<file path="src/rtl/tsi_cpu_pkg.sv">
// Shared types and field positions for the paged host port.
// Assumes an 8-bit control register whose field positions are fixed.
package tsi_cpu_pkg;
    typedef enum logic [1:0] {
        SEL_NONE = 2'b00,
        SEL_DATA = 2'b01,
        SEL_CLO  = 2'b10,
        SEL_CHI  = 2'b11
    } mem_sel_e;

    typedef enum logic [1:0] {
        ACC_CTRL = 2'd0,
        ACC_MEM  = 2'd1,
        ACC_NULL = 2'd2
    } acc_kind_e;

    typedef enum logic [1:0] {
        ST_IDLE = 2'd0,
        ST_REQ  = 2'd1,
        ST_WAIT = 2'd2,
        ST_ACK  = 2'd3
    } fsm_state_e;

    localparam logic [7:0] CR_KEEP  = 8'hDB;  // bits 5 and 2 unimplemented
    localparam logic [7:0] CHI_KEEP = 8'h05;  // only bits 2 and 0 exist
endpackage

</file>
<file path="src/rtl/tsi_strobe_sync.sv">
// Brings the asynchronous chip select and strobe into the clock domain.
// Assumes STAGES >= 1; output is high while a host access is active.
module tsi_strobe_sync #(
    parameter int STAGES = 2
) (
    input  logic clk,
    input  logic rst_n,
    input  logic cs_n,
    input  logic ds,
    output logic active
);
    logic [STAGES-1:0] cs_pipe;
    logic [STAGES-1:0] ds_pipe;

    for (genvar g = 0; g < STAGES; g++) begin : g_stage
        if (g == 0) begin : g_first
            // first capture flop of each host line
            always_ff @(posedge clk) begin
                if (!rst_n) begin
                    cs_pipe[0] <= 1'b1;
                    ds_pipe[0] <= 1'b0;
                end else begin
                    cs_pipe[0] <= cs_n;
                    ds_pipe[0] <= ds;
                end
            end
        end else begin : g_next
            // further metastability filter stage
            always_ff @(posedge clk) begin
                if (!rst_n) begin
                    cs_pipe[g] <= 1'b1;
                    ds_pipe[g] <= 1'b0;
                end else begin
                    cs_pipe[g] <= cs_pipe[g-1];
                    ds_pipe[g] <= ds_pipe[g-1];
                end
            end
        end
    end

    assign active = !cs_pipe[STAGES-1] && ds_pipe[STAGES-1];
endmodule

</file>
<file path="src/rtl/tsi_page_decode.sv">
// Maps a host address and the control fields onto a target memory and location.
// Purely combinational; assumes the control fields are stable during decode.
module tsi_page_decode #(
    parameter int CH_W = 5,
    parameter int ST_W = 2,
    localparam int MA_W = CH_W + ST_W
) (
    input  logic                       win,
    input  logic [CH_W-1:0]            chan,
    input  logic                       rd,
    input  logic                       split,
    input  logic [1:0]                 sel_code,
    input  logic [ST_W-1:0]            stream,
    output tsi_cpu_pkg::acc_kind_e     kind,
    output tsi_cpu_pkg::mem_sel_e      sel,
    output logic [MA_W-1:0]            maddr
);
    import tsi_cpu_pkg::*;

    // choose the target memory and classify the access
    always_comb begin
        if (split) sel = rd ? SEL_DATA : SEL_CLO;
        else       sel = mem_sel_e'(sel_code);
        if (!win)
            kind = ACC_CTRL;
        else if (sel == SEL_NONE || (sel == SEL_DATA && !rd))
            kind = ACC_NULL;
        else
            kind = ACC_MEM;
    end

    assign maddr = {stream, chan};
endmodule

</file>
<file path="src/rtl/tsi_access_fsm.sv">
// Sequences one host access: control register, ignored window, or memory request.
// Assumes rd_wr, addr and wdata are stable while the strobe is active.
module tsi_access_fsm #(
    parameter int DW       = 8,
    parameter int MA_W     = 7,
    parameter int MEM_WAIT = 3,
    localparam int CW = (MEM_WAIT > 1) ? $clog2(MEM_WAIT) : 1
) (
    input  logic                    clk,
    input  logic                    rst_n,
    input  logic                    active,
    input  logic                    rd,
    input  logic [DW-1:0]           wdata,
    input  tsi_cpu_pkg::acc_kind_e  kind,
    input  tsi_cpu_pkg::mem_sel_e   sel,
    input  logic [MA_W-1:0]         maddr,
    input  logic [DW-1:0]           cr,
    input  logic                    mem_gnt,
    input  logic [DW-1:0]           mem_rdata,
    output logic                    cr_we,
    output logic                    ack_n,
    output logic [DW-1:0]           rdata,
    output logic                    mem_req,
    output logic                    mem_we,
    output logic [1:0]              mem_sel,
    output logic [MA_W-1:0]         mem_addr,
    output logic [DW-1:0]           mem_wdata
);
    import tsi_cpu_pkg::*;

    fsm_state_e     state;
    logic [CW-1:0]  cnt;
    mem_sel_e       req_sel;
    logic [DW-1:0]  rdata_q;

    assign cr_we = (state == ST_IDLE) && active && (kind == ACC_CTRL) && !rd;

    // access state machine, request latch and read capture
    always_ff @(posedge clk) begin
        if (!rst_n) begin
            state     <= ST_IDLE;
            cnt       <= '0;
            req_sel   <= SEL_NONE;
            mem_we    <= 1'b0;
            mem_addr  <= '0;
            mem_wdata <= '0;
            rdata_q   <= '0;
        end else begin
            case (state)
                ST_IDLE: if (active) begin
                    case (kind)
                        ACC_CTRL: begin
                            rdata_q <= rd ? (cr & CR_KEEP) : '0;
                            state   <= ST_ACK;
                        end
                        ACC_MEM: begin
                            req_sel   <= sel;
                            mem_we    <= !rd;
                            mem_addr  <= maddr;
                            mem_wdata <= (sel == SEL_CHI) ? (wdata & CHI_KEEP) : wdata;
                            state     <= ST_REQ;
                        end
                        default: begin
                            rdata_q <= '0;
                            state   <= ST_ACK;
                        end
                    endcase
                end
                ST_REQ: if (mem_gnt) begin
                    cnt   <= '0;
                    state <= ST_WAIT;
                end
                ST_WAIT: begin
                    if (cnt == '0 && !mem_we)
                        rdata_q <= (req_sel == SEL_CHI) ? (mem_rdata & CHI_KEEP) : mem_rdata;
                    if (cnt == CW'(MEM_WAIT - 1)) state <= ST_ACK;
                    else                          cnt   <= cnt + 1'b1;
                end
                default: if (!active) state <= ST_IDLE;
            endcase
        end
    end

    assign mem_req = (state == ST_REQ);
    assign mem_sel = req_sel;
    assign ack_n   = (state != ST_ACK);
    assign rdata   = rdata_q;

    // request and its fields hold until granted
    assert_req_hold_R9: assert property (@(posedge clk) disable iff (!rst_n)
        mem_req && !mem_gnt |=> mem_req && $stable(mem_addr) && $stable(mem_sel) && $stable(mem_we));

    // acknowledge held while the strobe is still active
    assert_ack_hold_R10: assert property (@(posedge clk) disable iff (!rst_n)
        !ack_n && active |=> !ack_n);

    // never a data memory write nor a reserved-code request
    assert_no_dm_write_R7: assert property (@(posedge clk) disable iff (!rst_n)
        mem_req |-> !(mem_we && mem_sel == SEL_DATA) && mem_sel != SEL_NONE);

    // no memory request overlaps an acknowledge
    assert_req_ack_excl_R3: assert property (@(posedge clk) disable iff (!rst_n)
        !ack_n |-> !mem_req);
endmodule

</file>
<file path="src/rtl/tsi_cpu_port.sv">
// Host port of the switch: control register plus paged window onto the memories.
// Assumes one memory port shared with the serial side, arbitrated by mem_gnt.
module tsi_cpu_port #(
    parameter int DW          = 8,
    parameter int CH_W        = 5,
    parameter int ST_W        = 2,
    parameter int MEM_WAIT    = 3,
    parameter int SYNC_STAGES = 2,
    localparam int MA_W = CH_W + ST_W,
    localparam int AW   = CH_W + 1
) (
    input  logic            clk,
    input  logic            rst_n,
    input  logic            cs_n,
    input  logic            ds,
    input  logic            rd_wr,
    input  logic [AW-1:0]   addr,
    input  logic [DW-1:0]   wdata,
    output logic [DW-1:0]   rdata,
    output logic            ack_n,
    output logic            proc_mode,
    output logic            mem_req,
    input  logic            mem_gnt,
    output logic            mem_we,
    output logic [1:0]      mem_sel,
    output logic [MA_W-1:0] mem_addr,
    output logic [DW-1:0]   mem_wdata,
    input  logic [DW-1:0]   mem_rdata
);
    import tsi_cpu_pkg::*;

    logic            active;
    logic            cr_we;
    logic [DW-1:0]   cr_q;
    acc_kind_e       kind;
    mem_sel_e        sel;
    logic [MA_W-1:0] maddr;

    tsi_strobe_sync #(.STAGES(SYNC_STAGES)) u_sync (
        .clk(clk), .rst_n(rst_n), .cs_n(cs_n), .ds(ds), .active(active)
    );

    tsi_page_decode #(.CH_W(CH_W), .ST_W(ST_W)) u_decode (
        .win(addr[AW-1]), .chan(addr[CH_W-1:0]), .rd(rd_wr),
        .split(cr_q[7]), .sel_code(cr_q[4:3]), .stream(cr_q[ST_W-1:0]),
        .kind(kind), .sel(sel), .maddr(maddr)
    );

    tsi_access_fsm #(.DW(DW), .MA_W(MA_W), .MEM_WAIT(MEM_WAIT)) u_fsm (
        .clk(clk), .rst_n(rst_n), .active(active), .rd(rd_wr), .wdata(wdata),
        .kind(kind), .sel(sel), .maddr(maddr), .cr(cr_q),
        .mem_gnt(mem_gnt), .mem_rdata(mem_rdata), .cr_we(cr_we),
        .ack_n(ack_n), .rdata(rdata), .mem_req(mem_req), .mem_we(mem_we),
        .mem_sel(mem_sel), .mem_addr(mem_addr), .mem_wdata(mem_wdata)
    );

    // control register, unimplemented bits kept at zero
    always_ff @(posedge clk) begin
        if (!rst_n)     cr_q <= '0;
        else if (cr_we) cr_q <= wdata & CR_KEEP;
    end

    assign proc_mode = cr_q[6];

    // processor-mode flag only moves on a control write
    assert_pmode_stable_R4: assert property (@(posedge clk) disable iff (!rst_n)
        !cr_we |=> $stable(proc_mode));

    // split mode routes reads to data memory and writes to connection low
    assert_split_route_R6: assert property (@(posedge clk) disable iff (!rst_n)
        mem_req && cr_q[7] |-> mem_sel == (mem_we ? 2'b10 : 2'b01));

    // requested stream follows the control page
    assert_page_stream_R5: assert property (@(posedge clk) disable iff (!rst_n)
        mem_req |-> mem_addr[MA_W-1:CH_W] == cr_q[ST_W-1:0]);
endmodule

</file>
<file path="config.mk">
export PLATFORM = sky130hd
export DESIGN_NAME = tsi_cpu_port
export DESIGN_NICKNAME = d
export VERILOG_FILES = /design/src/rtl/tsi_cpu_pkg.sv /design/src/rtl/tsi_strobe_sync.sv /design/src/rtl/tsi_page_decode.sv /design/src/rtl/tsi_access_fsm.sv /design/src/rtl/tsi_cpu_port.sv
export SDC_FILE = /design/constraint.sdc
export NUM_CORES = 1
export LEC_CHECK = 0
export BUFFER_PORTS_ARGS = -buffer_cell sky130_fd_sc_hd__buf_4
export CAP_MARGIN = 30
export CORE_ASPECT_RATIO = 0.6
export CORE_UTILIZATION = 49
export CTS_CLUSTER_SIZE = 12
export DETAILED_ROUTE_END_ITERATION = 8
export PLACE_DENSITY = 0.75
export SLEW_MARGIN = 40
export SYNTH_ARGS = -nofsm -noshare
export SYNTH_HDL_FRONTEND = slang
export SYNTH_SLANG_ARGS = --single-unit
</file>
<file path="constraint.sdc">
create_clock -name clk -period 2.1 [get_ports clk]
set_input_delay 0.42 -clock clk [delete_from_list [all_inputs] [get_ports clk]]
set_output_delay 0.42 -clock clk [all_outputs]
set_load 0.1 [all_outputs]
</file>
=== After elaboration in Yosys (flattened, before gate mapping) ===
Index checks and enable logic that the tools add are counted.

* Register bits after elaboration: 40
* Bits in latches: 0
* RAM bits: 0
* Memory bits (read-only): 0
* Input port bits: 28
* Output and inout port bits: 29
* Logic and storage cells: 68
* Memories: 0

* $add $sub $neg: 1
* $mul: 0
* Divide/modulo/power cells: 0
* Magnitude comparators: 0
* Equal/unequal tests: 15
* Shift operators: 0
* Muxes and demuxes: 20
* Bitwise operators: 0
* Reductions and logical operators: 20

{| class="wikitable"
|+ Operator list
! operator !! number
|-
| two-way mux 8 bit || 5
|-
| case mux 8 bit (2 select lines) || 2
|-
| two-way mux 2 bit || 11
|-
| equality test 2 bit, second input constant || 4
|-
| logical NOT 2 bit || 4
|-
| inequality test 2 x 1 -> 1 bit, second input constant || 4
|-
| AND reduction 4 bit || 2
|-
| equality test 2 x 1 -> 1 bit, second input constant || 3
|-
| logical AND 1 bit || 6
|-
| inequality test 2 bit, second input constant || 3
|-
| case mux 2 bit (3 select lines) || 1
|-
| AND reduction 3 bit || 2
|-
| inequality test 4 bit, second input constant || 1
|-
| case mux 2 bit (2 select lines) || 1
|-
| nonzero test 2 bit || 2
|-
| logical NOT 1 bit || 3
|-
| adder 2 x 1 -> 2 bit, second input constant || 1
|-
| logical OR 1 bit || 1
|}

=== Longest topological paths before layout ===
Gate-level depths: netlist of the first run.

* Depth in word-level cells: 11
* Gate-level depth with buffers: 8
* Gate-level depth less buffers: 6

=== Hierarchy ===
From an unflattened synthesis of the first run, not the netlist that was laid out.

* Cell total of the unflattened synthesis: 204
* Area, all modules: 1876.8 um2

{| class="wikitable"
|+ By module, submodules not included
! module !! instances !! cells an instance !! area each (um2) !! seq. area each (um2)
|-
| tsi_access_fsm || 1 || 162 || 1430.1 || 600.6
|-
| tsi_cpu_port || 1 || 20 || 232.7 || 120.1
|-
| tsi_strobe_sync || 1 || 9 || 111.4 || 80.1
|-
| tsi_page_decode || 1 || 13 || 102.6 || 0.0
|}

=== Worst setup path before layout of the first run ===
Ideal clock, no wire load.

* Path kind: reg-to-reg
* Start: register u_fsm.state[1]
* End: register u_fsm.state[0]
* Library setup time: 0.070 ns
* Data arrival time: 2.115 ns
* Required time: 2.030 ns
* Path slack: -0.085 ns
* Cell stages (with the launch flop): 7
* Path buffers: 0
* Period minus slack after synthesis: 2.185 ns
* Path through: dfxtp_1 -> inv_1 -> ha_1 -> nor3_1 -> mux2_2 -> or4_1 -> a21oi_1

* Cells in the longest elaborated chain, start to end: 3
* Elaborated cells between the ends (all ways): 9
* Those cells by class: eq/ne: 6; mux: 1; reduce/logical: 2

{| class="wikitable"
|+ RTL lines
! what !! RTL line !! RTL
|-
| from (decl) || tsi_access_fsm.sv:31 || <nowiki>fsm_state_e state;</nowiki>
|-
| from (signal assigned) || tsi_access_fsm.sv:41 || <nowiki>state <= ST_IDLE;</nowiki>
|-
| from (signal assigned) || tsi_access_fsm.sv:54 || <nowiki>state <= ST_ACK;</nowiki>
|-
| from (signal assigned) || tsi_access_fsm.sv:61 || <nowiki>state <= ST_REQ;</nowiki>
|-
| equality test 2 x 1 -> 1 bit (*) || n/a ||
|-
| named net mem_req || tsi_cpu_port.sv:22 || <nowiki>output logic mem_req,</nowiki>
|-
| inequality test 4 bit (no line) or inequality test 2 x 1 -> 1 bit (tied branches) || n/a ||
|-
| AND reduction 4 bit (no line) || n/a ||
|}

The timed path passes the listed nets; every way through them passes the cells marked *.
A chain may end at the register's enable or synchronous reset.

=== Worst setup path after layout of the first run ===
* Start: register u_fsm.state[0]
* End: register u_fsm.state[1]

* Cells in the longest elaborated chain, start to end: 3
* Elaborated cells between the ends (all ways): 9
* Those cells by class: eq/ne: 6; mux: 1; reduce/logical: 2

{| class="wikitable"
|+ RTL lines
! what !! RTL line !! RTL
|-
| equality test 2 x 1 -> 1 bit, or another cell as far along || tsi_access_fsm.sv:49 || <nowiki>case (state)</nowiki>
|-
| inequality test 4 bit (no line) or inequality test 2 x 1 -> 1 bit (tied branches) || n/a ||
|-
| AND reduction 4 bit (no line) || n/a ||
|}

Parallel ways exist; a longest one is shown, timed or not.

==> results of run 1 <==
-- cell families (layout without fill, tap and decap cells) --
group	count (synthesis)	after routing	synth area share, %
buffers and inverters	17	75	4.310
DFF	40	40	45.98
muxes	13	13	7.543
AOI/OAI and AO/OA	45	45	16.95
and+or+nand+nor	76	76	20.19
adders and majority gates	7	7	5.029
-- metal layers --
metal / global-route usage, % / part of all wire, % / vias to the layer above
met3: 5.607 / 7.9 / 2
met5: 0 / 0 / -
met4: 6.545 / 0.36 / 0
met2: 31.90 / 42 / 63
li1: - / - / 798
met1: 28.46 / 50 / 680
-- repair_timing --
item | in CTS | in global routing
gates resized for setup | 0 | 1
endpoints found under the setup margin | 0 | 6
setup buffers | 0 | 0
-- stage by stage --
stage	cell area (um2)	worst slack [ns]	std cells	total power, mW	utilization [%]
global route	2315	0.07723	301	2.123	69.65
global placement	2198	0.2750	293	1.402	66.15
floorplan	1744	0.2158	198	1.279	-
detailed placement	2198	0.2100	293	1.401	66.15
finish	2315	0.1497	301	2.030	69.65
CTS	2313	0.1791	301	2.036	69.62
-- state kept, by name (all words and copies together), names as in the netlist --
signal	flops
u_sync.ds_pipe	2
u_fsm.mem_we	1
u_sync.cs_pipe	2
u_fsm.mem_wdata	8
u_fsm.rdata	8
u_fsm.cnt	2
u_fsm.state	2
cr_q	6
u_fsm.mem_addr	7
u_fsm.mem_sel	2
-- worst min-delay path by stage --
stage,from,to,slack [ns],cells past startpoint
3_5_place_dp,u_sync.ds_pipe[0],u_sync.ds_pipe[1],0.42,1
3_3_place_gp,u_sync.cs_pipe[0],u_sync.cs_pipe[1],0.40,1
2_1_floorplan,u_sync.cs_pipe[0],u_sync.cs_pipe[1],0.39,1
5_1_grt,cs_n,u_sync.cs_pipe[0],0.32,2
4_1_cts,cs_n,u_sync.cs_pipe[0],0.32,2
6_report,cs_n,u_sync.cs_pipe[0],0.32,2
-- power groups by stage --
| stage | logic (mW) | registers, mW | clock network, mW |
|---|---|---|---|
| floorplan | 0.318 | 0.961 | 0 |
| global placement | 0.562 | 0.840 | 0 |
| detailed placement | 0.560 | 0.842 | 0 |
| CTS | 0.567 | 0.824 | 0.645 |
| global route | 0.613 | 0.830 | 0.679 |
| finish | 0.570 | 0.825 | 0.635 |
-- area by class of cell --
class / instances / area (um2)
Fill cell: 292 / 1008
Multi-Input combinational cell: 141 / 869.6
Sequential cell: 40 / 800.8
Timing Repair Buffer: 59 / 442.9
Clock buffer: 5 / 68.82
Tap cell: 45 / 56.30
Clock inverter: 3 / 46.29
Inverter: 8 / 30.03
-- cell usage in the layout, fill, tap and decap left out, types with 2 or more instances in the layout --
cell type / netlist / routed
o211a_1: 2 / 2
a22oi_1: 3 / 3
mux2i_1: 12 / 12
and2_1: 2 / 2
or4_1: 2 / 2
nand2b_1: 5 / 5
inv_1: 7 / 7
nor3_1: 2 / 2
dfxtp_1: 40 / 40
a21oi_1: 20 / 20
ha_1: 7 / 6
buf_4: 2 / 59
a22o_1: 4 / 4
nand2_1: 37 / 37
nand3_1: 9 / 9
o21ai_0: 2 / 2
clkbuf_8: 0 / 5
o211ai_1: 4 / 4
nor2_1: 13 / 13
==> summary.txt, run 1 <==
Critical path
  – Critical path arrival: 2.16 ns
  – Crit. End Element: flip-flop
  – WP depth: 6
  – Bufs and invs on worst path: 1
  – Slowest CP cell: or4_1
  – Worst r2r dst: u_fsm.state[1]
  – Worst setup path endpoint: u_fsm.state[1]
  – CP Max Fanout: 11
  – Worst reg2reg path depth: 6
  – CP Cell Sequence: inv_1 -> ha_1 -> nor3_1 -> mux2_2 -> or4_1 -> o21ai_1
  – Worst setup SP type: flip-flop
  – CP startpoint: u_fsm.state[0]
  – Reg2Reg Launch Point: u_fsm.state[0]
  – Largest stage delay on the critical path: 0.41 ns
  – Critical path required time: 2.31 ns
  – Flop-to-flop setup slack: 0.15 ns
  – CP Class: reg2reg
  – CP delay by family, top: simple AND/OR/NAND/NOR gates

Clocking
  – Clock Tree Root: clkbuf_8
  – # H-tree levels: 2
  – Hold Buf Count CTS: 0
  – Clk Latency, worst-skew pair: 0.29 ns
  – CTS Sinks: 40
  – Num CTS Buffers: 5
  – Maximum buffer depth of the clock tree: 2
  – CTS tree: done
  – Clk pin slew, worst setup/hold paths: 0.08 ns

Worst hold path
  – HP Class: in2reg

STA
  – Worst Tran Pin Value: 0.6876 ns
  – Final Setup Violations: 0
  – Setup TNS: 0 ns
  – Tmin final: 1.950 ns
  – Final worst clock skew: 0.003953 ns
  – Max Fclk: 512.8 MHz
  – RSZ-0062 raised after global routing: no
  – Max-slew headroom: 54.16%
  – Period utilization: 92.87%
  – Hold_ws: 0.3192 ns
  – Final hold violation count: 0
  – Slew Limit Fails: 0

Placed design
  – PortBufs: 56
  – RD Place Congestion: 0.8503
  – Post-DP HPWL: 2773 um

Yosys
  – Avg Inst Size Synth: 8.796 um2
  – Top cell type's share of synthesized area: 45.98%
  – Syn_nets: 233
  – Syn Std Cell Area: 1742 um2
  – Seq/Total Area, Yosys: 45.98%
  – Synth area leaders: dfxtp_1, nand2_1, mux2i_1
  – Predominant post-synthesis flop cell: dfxtp_1
  – Largest area contributor in the netlist: dfxtp_1
  – Count of unique library cells instantiated by Yosys: 38
  – Post-synth EDFFs: 0
  – Flops & latches, synth: 40
  – Synth cell count leaders: dfxtp_1, nand2_1, a21oi_1
  – Synthesized instance count: 198
  – Async SR Flop Fraction: 0%
  – Most common cell in the synthesized netlist: dfxtp_1
  – Ys Warns: 0

Global route
  – First-pass GRT wire length: 5802 um
  – Total GRT Usage: 20.55%
  – Vias in the first global route: 1258
  – Largest net degree at the start of global routing: 28
  – Initial antenna violation count: 0
  – Remaining Overflow, GRT: 0

Power
  – Int Power: 1.353 mW
  – Switching share of power: 33.36%
  – Clk pwr share: 31.3%
  – Maximum VDD drop: 674.9 uV
  – Flop pwr share: 40.6%
  – Leakage: 1.009 nW
  – NetSw: 0.6773 mW
  – Comb power frac: 28.1%
  – Pwr Density: 877.2 nW/um2

Routing
  – Post-Route WL: 3870 um
  – Vias: 1543
  – Remaining antenna violation count: 0
  – Initial DRC count: 56
  – Detailed-route DRC error count: 0
  – Vias per cell: 5.126
  – First-pass DRT Iterations: 4
  – DR WL/cell: 12.86 um

Die
  – Die ar.: 3805 um2
  – Ports: 57
  – Starting Density: 52.41%
  – Core Area: 3323 um2
  – # rows: 16
  – Die width: 78.97 um
  – Die Ht: 48.18 um

Layout
  – Nets@finish: 290
  – Layout cells sized above 1: 28.13%
  – Area growth syn-to-layout: 32.90%
  – # diodes: 0

Run
  – Max Cap Viol: 0

Run status
  – Status: complete, no violations
No activity file was read; power rests on OpenSTA's default activity.
==> run 2, diff against run 1 <==
--- a/config.mk
+++ b/config.mk
@@ -11,6 +11,7 @@
 export CORE_UTILIZATION = 49
 export CTS_CLUSTER_SIZE = 12
 export DETAILED_ROUTE_END_ITERATION = 8
+export MAX_ROUTING_LAYER = met4
 export PLACE_DENSITY = 0.75
 export SLEW_MARGIN = 40
 export SYNTH_ARGS = -nofsm -noshare
==> constraint.sdc (replaced) <==
create_clock -name clk -period 2.1 [get_ports clk]
set_input_delay 0.42 -clock clk [delete_from_list [all_inputs] [get_ports clk]]
set_output_delay 0.42 -clock clk [all_outputs]
set_load 0.01 [all_outputs]
==> run 2 against run 1 <==
Utilization grew 0.68 points; setup slack gained 0.12 ns; die area is the same; critical path type unchanged; clock skew grew 0.0022 ns; combinational power decreased by 26%; total power fell by 5.5%; critical path depth is the same; critical endpoint is now u_fsm.rdata[3].
==> summary.txt, run 2 (synthesis gave the netlist of run 1 again) <==
Critical path
  – Worst setup SP type: flip-flop
  – Worst reg2reg path depth: 6
  – CP Class: reg2reg
  – Crit. End Element: flip-flop
  – CP Max Fanout: 8
  – Critical path required time: 2.32 ns
  – Flop-to-flop setup slack: 0.27 ns
  – Critical path arrival: 2.05 ns

Clocking
  – Hold Buf Count CTS: 0
  – Maximum buffer depth of the clock tree: 2
  – # H-tree levels: 2
  – Clock Tree Root: clkbuf_8
  – CTS Sinks: 40
  – Clk pin slew, worst setup/hold paths: 0.08 ns
  – Post CTS Setup Buffer Count: 0
  – Post-CTS sizing: 0
  – Clk Latency, worst-skew pair: 0.29 ns
  – CTS tree: done
  – Num CTS Buffers: 5

STA
  – Tmin final: 1.832 ns
  – Max Fclk: 546.0 MHz
  – Final worst slack: 0.2685 ns
  – Final hold violation count: 0
  – Period utilization: 87.22%
  – Worst Tran Pin Value: 0.7023 ns
  – Final worst clock skew: 0.006131 ns
  – Slew Limit Fails: 0
  – RSZ-0062 raised after global routing: no
  – Max-slew headroom: 53.18%
  – Hold_ws: 0.3254 ns
  – Setup TNS: 0 ns
  – Final Setup Violations: 0

Run status
  – Status: complete, no violations

Global route
  – Total GRT Usage: 22.38%
  – Initial antenna violation count: 0
  – First-pass GRT wire length: 6044 um
  – Vias in the first global route: 1300
  – Remaining Overflow, GRT: 0
  – Largest net degree at the start of global routing: 28

Placed design
  – Setup WS pre-CTS: 0.2737 ns
  – PortBufs: 56
  – RD Place Congestion: 0.8403
  – Post-DP HPWL: 2789 um
  – Placed Area: 2211 um2

Routing
  – Initial DRC count: 72
  – First-pass DRT Iterations: 4
  – Vias per cell: 5.152
  – Post-Route WL: 3840 um
  – Remaining antenna violation count: 0
  – DR WL/cell: 12.67 um
  – Vias: 1561
  – Detailed-route DRC error count: 0

Layout
  – Layout cells sized above 1: 27.91%
  – Fillers: 277
  – # diodes: 0
  – Post-layout utilization of the core: 70.33%
  – Final Instance Area: 2337 um2
  – Commonest non-fill, non-tap cell in the layout: buf_4
  – Area growth syn-to-layout: 34.20%
  – Nets@finish: 292
  – Most frequent cells in the layout: buf_4, dfxtp_1, nand2_1

Run
  – Max Cap Viol: 0

Die
  – Core Area: 3323 um2
  – Starting Density: 52.41%
  – # rows: 16
  – Ports: 57
  – Die Ht: 48.18 um
  – Die width: 78.97 um
  – Die ar.: 3805 um2

Power
  – Switching share of power: 25.93%
  – NetSw: 0.4978 mW
  – Pwr Density: 821.3 nW/um2
  – Clk pwr share: 35.0%
  – Flop pwr share: 43.0%
  – Comb power frac: 22.0%
  – Maximum VDD drop: 538.3 uV
  – Int Power: 1.422 mW
  – Leakage: 1.029 nW

Worst hold path
  – Hold depth: 2
  – HP Class: in2reg
run 2: cell types whose count changed in the layout (fill, tap and decap cells not counted), sizes merged:
cell	change
buf	+2
clkbuf	+2
clkinvlp	-1
inv	-1
run 2: final cells by class:
class | count | area, um2 | area share, %
timing repair buffer | 61 | 457.9 | 19.59
inverter | 8 | 30.03 | 1.285
clock buffer | 7 | 96.34 | 4.122
tap | 45 | 56.30 | 2.409
clock inverter | 1 | 30.03 | 1.285
multi-input combinational | 141 | 865.8 | 37.04
sequential | 40 | 800.8 | 34.26
run 2: power by group through the flow:
stage	sequential, mW	combinational (mW)	clock, mW
2_1_floorplan	0.845	0.278	0
3_3_place_gp	0.841	0.417	0
3_5_place_dp	0.843	0.417	0
4_1_cts	0.825	0.424	0.686
5_1_grt	0.832	0.469	0.728
6_report	0.825	0.422	0.672
run 2: metrics by stage:
stage               cells  power (mW)
floorplan             198       1.124
global placement      295       1.258
detailed placement    295       1.259
CTS                   303       1.935
global route          303       2.029
finish                303       1.920
run 2: per-layer routing:
layer	share of wire, %	vias up	global-route usage (%)
li1	-	802	-
met1	51	705	29.89
met2	40	50	31.72
met3	7.5	4	6.168
met4	0.94	0	10.18
met5	0	-	-
run 2: path summary, 6_finish.rpt:
check / start / endpoint
setup / recovery: u_fsm.state[0] / u_fsm.rdata[3]
hold reg to reg: u_sync.cs_pipe[0] / u_sync.cs_pipe[1]
hold / removal: cs_n / u_sync.cs_pipe[0]
setup reg to reg: u_fsm.state[0] / u_fsm.rdata[3]
run 2: worst max-delay path, stage by stage (launching register included):
cell     delay [ns]
dfxtp_1        0.35
inv_1          0.11
ha_1           0.31
nor2_1         0.11
a21oi_1        0.23
o21a_1         0.43
mux2i_1        0.23
==> run 3, diff against run 2 <==
--- a/config.mk
+++ b/config.mk
@@ -5,6 +5,7 @@
 export SDC_FILE = /design/constraint.sdc
 export NUM_CORES = 1
 export LEC_CHECK = 0
+export ABC_AREA = 1
 export BUFFER_PORTS_ARGS = -buffer_cell sky130_fd_sc_hd__buf_4
 export CAP_MARGIN = 30
 export CORE_ASPECT_RATIO = 0.6
==> run 3 against run 2 <==
Setup slack got worse by 0.022 ns; maximum frequency is 1.2% lower; sequential share of layout area up 0.79 points; final area fell by 2.2%; cell count grew 12%; critical path type unchanged; critical endpoint is now u_fsm.rdata[1].
==> summary.txt, run 3 <==
Run status
  – Status: complete, no violations

Layout
  – Post-layout utilization of the core: 68.75%
  – # diodes: 0
  – Commonest non-fill, non-tap cell in the layout: buf_4
  – Area growth syn-to-layout: 30.99%
  – Layout cells sized above 1: 24.49%
  – Most frequent cells in the layout: buf_4, nand2_1, dfxtp_1
  – Fillers: 301
  – Nets@finish: 328

Critical path
  – Worst r2r dst: u_fsm.rdata[1]
  – Critical path required time: 2.28 ns
  – CP Class: reg2reg
  – CP Cell Sequence: inv_1 -> ha_1 -> nor2_1 -> clkinv_1 -> nand2_1 -> nor2_1 -> nand2_2 -> inv_2 -> nor2_1 -> nor2_1
  – Critical path arrival: 2.04 ns
  – Reg2Reg Launch Point: u_fsm.state[0]
  – Most used cell along the critical path: nor2_1
  – CP startpoint: u_fsm.state[0]
  – Worst setup SP type: flip-flop
  – Crit. End Element: flip-flop
  – Slowest CP cell: dfxtp_1
  – Worst reg2reg path depth: 10
  – Flop-to-flop setup slack: 0.25 ns
  – Largest stage delay on the critical path: 0.42 ns
  – Worst setup path endpoint: u_fsm.rdata[1]
  – CP Max Fanout: 15

STA
  – Max Fclk: 539.6 MHz
  – Worst Tran Pin Value: 0.5362 ns
  – Final hold violation count: 0
  – Period utilization: 88.25%
  – Slew Limit Fails: 0
  – RSZ-0062 raised after global routing: no
  – Setup TNS: 0 ns
  – Final worst clock skew: 0.004388 ns
  – Max-slew headroom: 64.22%
  – Final Setup Violations: 0
  – Tmin final: 1.853 ns

Run
  – Max Cap Viol: 0

Global route
  – Initial antenna violation count: 0
  – Remaining Overflow, GRT: 0
  – Largest net degree at the start of global routing: 25
  – Vias in the first global route: 1395
  – First-pass GRT wire length: 6327 um
  – Total GRT Usage: 23.41%

Clocking
  – Num CTS Buffers: 5
  – Post-CTS sizing: 0
  – Clock Tree Root: clkbuf_8
  – Post CTS Setup Buffer Count: 0
  – CTS tree: done
  – Clk pin slew, worst setup/hold paths: 0.08 ns
  – Hold Buf Count CTS: 0
  – CTS Sinks: 40
  – # H-tree levels: 2
  – Clk Latency, worst-skew pair: 0.29 ns
  – Maximum buffer depth of the clock tree: 2

Yosys
  – Most common cell in the synthesized netlist: nand2_1
  – Ys Warns: 0
  – Post-synth EDFFs: 0
  – Flops & latches, synth: 40
  – Synthesized instance count: 237
  – Synth area leaders: dfxtp_1, nand2_1, a21oi_1
  – Largest area contributor in the netlist: dfxtp_1
  – Top cell type's share of synthesized area: 45.91%
  – Predominant post-synthesis flop cell: dfxtp_1
  – Syn_nets: 272
  – Syn Std Cell Area: 1744 um2
  – Count of unique library cells instantiated by Yosys: 20
  – Synth cell count leaders: nand2_1, dfxtp_1, nor2_1
  – Avg Inst Size Synth: 7.359 um2
  – Async SR Flop Fraction: 0%
  – Seq/Total Area, Yosys: 45.91%

Power
  – Maximum VDD drop: 453.9 uV
  – Leakage: 1.033 nW
  – Pwr Density: 916.2 nW/um2

Die
  – Die width: 79.03 um
  – Die Ht: 48.22 um
  – Starting Density: 52.48%
  – Core Area: 3323 um2
  – Ports: 57
  – Die ar.: 3810 um2
  – # rows: 16

Placed design
  – PortBufs: 56
  – Post-DP HPWL: 3023 um
  – RD Place Congestion: 0.8367

Routing
  – DR WL/cell: 12.02 um
  – Vias: 1645
  – Initial DRC count: 67
  – Post-Route WL: 4076 um
  – Vias per cell: 4.853
  – Remaining antenna violation count: 0
  – First-pass DRT Iterations: 4
  – Detailed-route DRC error count: 0

Worst hold path
  – HP Class: in2reg
==> run 3: changes by cell type in the layout (fill, tap and decap cells not counted), sizes merged, moves of 3 or more <==
cell    change
inv        +21
a22oi       -3
a22o        -4
o21ai      +25
nand2b      -5
nand2      +10
buf         -4
o211ai      -4
nor2       +19
a21oi      +10
mux2i      -12
==> run 3: worst min path at each step <==
stage | from | endpoint | slack, ns | cells past startpoint
floorplan | u_sync.ds_pipe[0] | u_sync.ds_pipe[1] | 0.39 | 2
global placement | u_sync.cs_pipe[0] | u_sync.cs_pipe[1] | 0.39 | 1
detailed placement | u_sync.cs_pipe[0] | u_sync.cs_pipe[1] | 0.40 | 1
CTS | cs_n | u_sync.cs_pipe[0] | 0.31 | 2
global route | cs_n | u_sync.cs_pipe[0] | 0.30 | 2
finish | cs_n | u_sync.cs_pipe[0] | 0.31 | 2
==> run 3: metrics by stage <==
stage	cell area (um2)	total power, mW	worst slack [ns]	hold WS (ns)	instances
floorplan	1744	1.257	0.6361	0.3905	237
global placement	2170	1.443	0.3922	0.3941	331
detailed placement	2170	1.469	0.2855	0.3976	331
CTS	2285	2.107	0.2727	0.3077	339
global route	2285	2.229	0.005630	0.2971	339
finish	2285	2.093	0.2468	0.3127	339
==> run 3: layout make-up <==
cell class / instances / area [um2] / share of cell area, %
Inverter: 28 / 105.1 / 4.600
Sequential cell: 40 / 800.8 / 35.05
Tap cell: 45 / 56.30 / 2.464
Clock inverter: 3 / 46.29 / 2.026
Multi-Input combinational cell: 161 / 779.5 / 34.12
Clock buffer: 5 / 68.82 / 3.012
Timing Repair Buffer: 57 / 427.9 / 18.73
==> run 3: power breakdown <==
group	total (mW)	leakage [nW]	internal (mW)	switching, mW
clock network	0.642	0.0548	0.358	0.284
logic	0.576	0.654	0.234	0.342
registers	0.875	0.325	0.829	0.0459
total	2.09	1.03	1.42	0.672
==> run 3: per-layer routing <==
| layer | routed length (um) | vias up | GRT usage [%] | share of wire (%) |
|---|---|---|---|---|
| met2 | 1702 | 61 | 36.21 | 42 |
| met1 | 2034 | 716 | 29.95 | 50 |
| met5 | 0 | - | - | 0 |
| li1 | - | 868 | - | - |
| met4 | 0 | 0 | 4.364 | 0 |
| met3 | 339 | 0 | 8.598 | 8.3 |
==> run 3: kinds of logic after synthesis <==
| group | count (synthesis) | share of synthesized area, % |
|---|---|---|
| buf+inv | 36 | 9.397 |
| flops | 40 | 45.91 |
| fa+ha+maj | 7 | 5.021 |
| simple gates | 95 | 22.60 |
| compound gates | 59 | 17.07 |
==> run 3: critical path, delay by kind of cell, from the launching register on <==
| family | cells | cell delay (ns) |
|---|---|---|
| adders and majority gates | 1 | 0.37 |
| DFF | 1 | 0.42 |
| and+or+nand+nor | 6 | 0.67 |
| buffers and inverters | 3 | 0.29 |
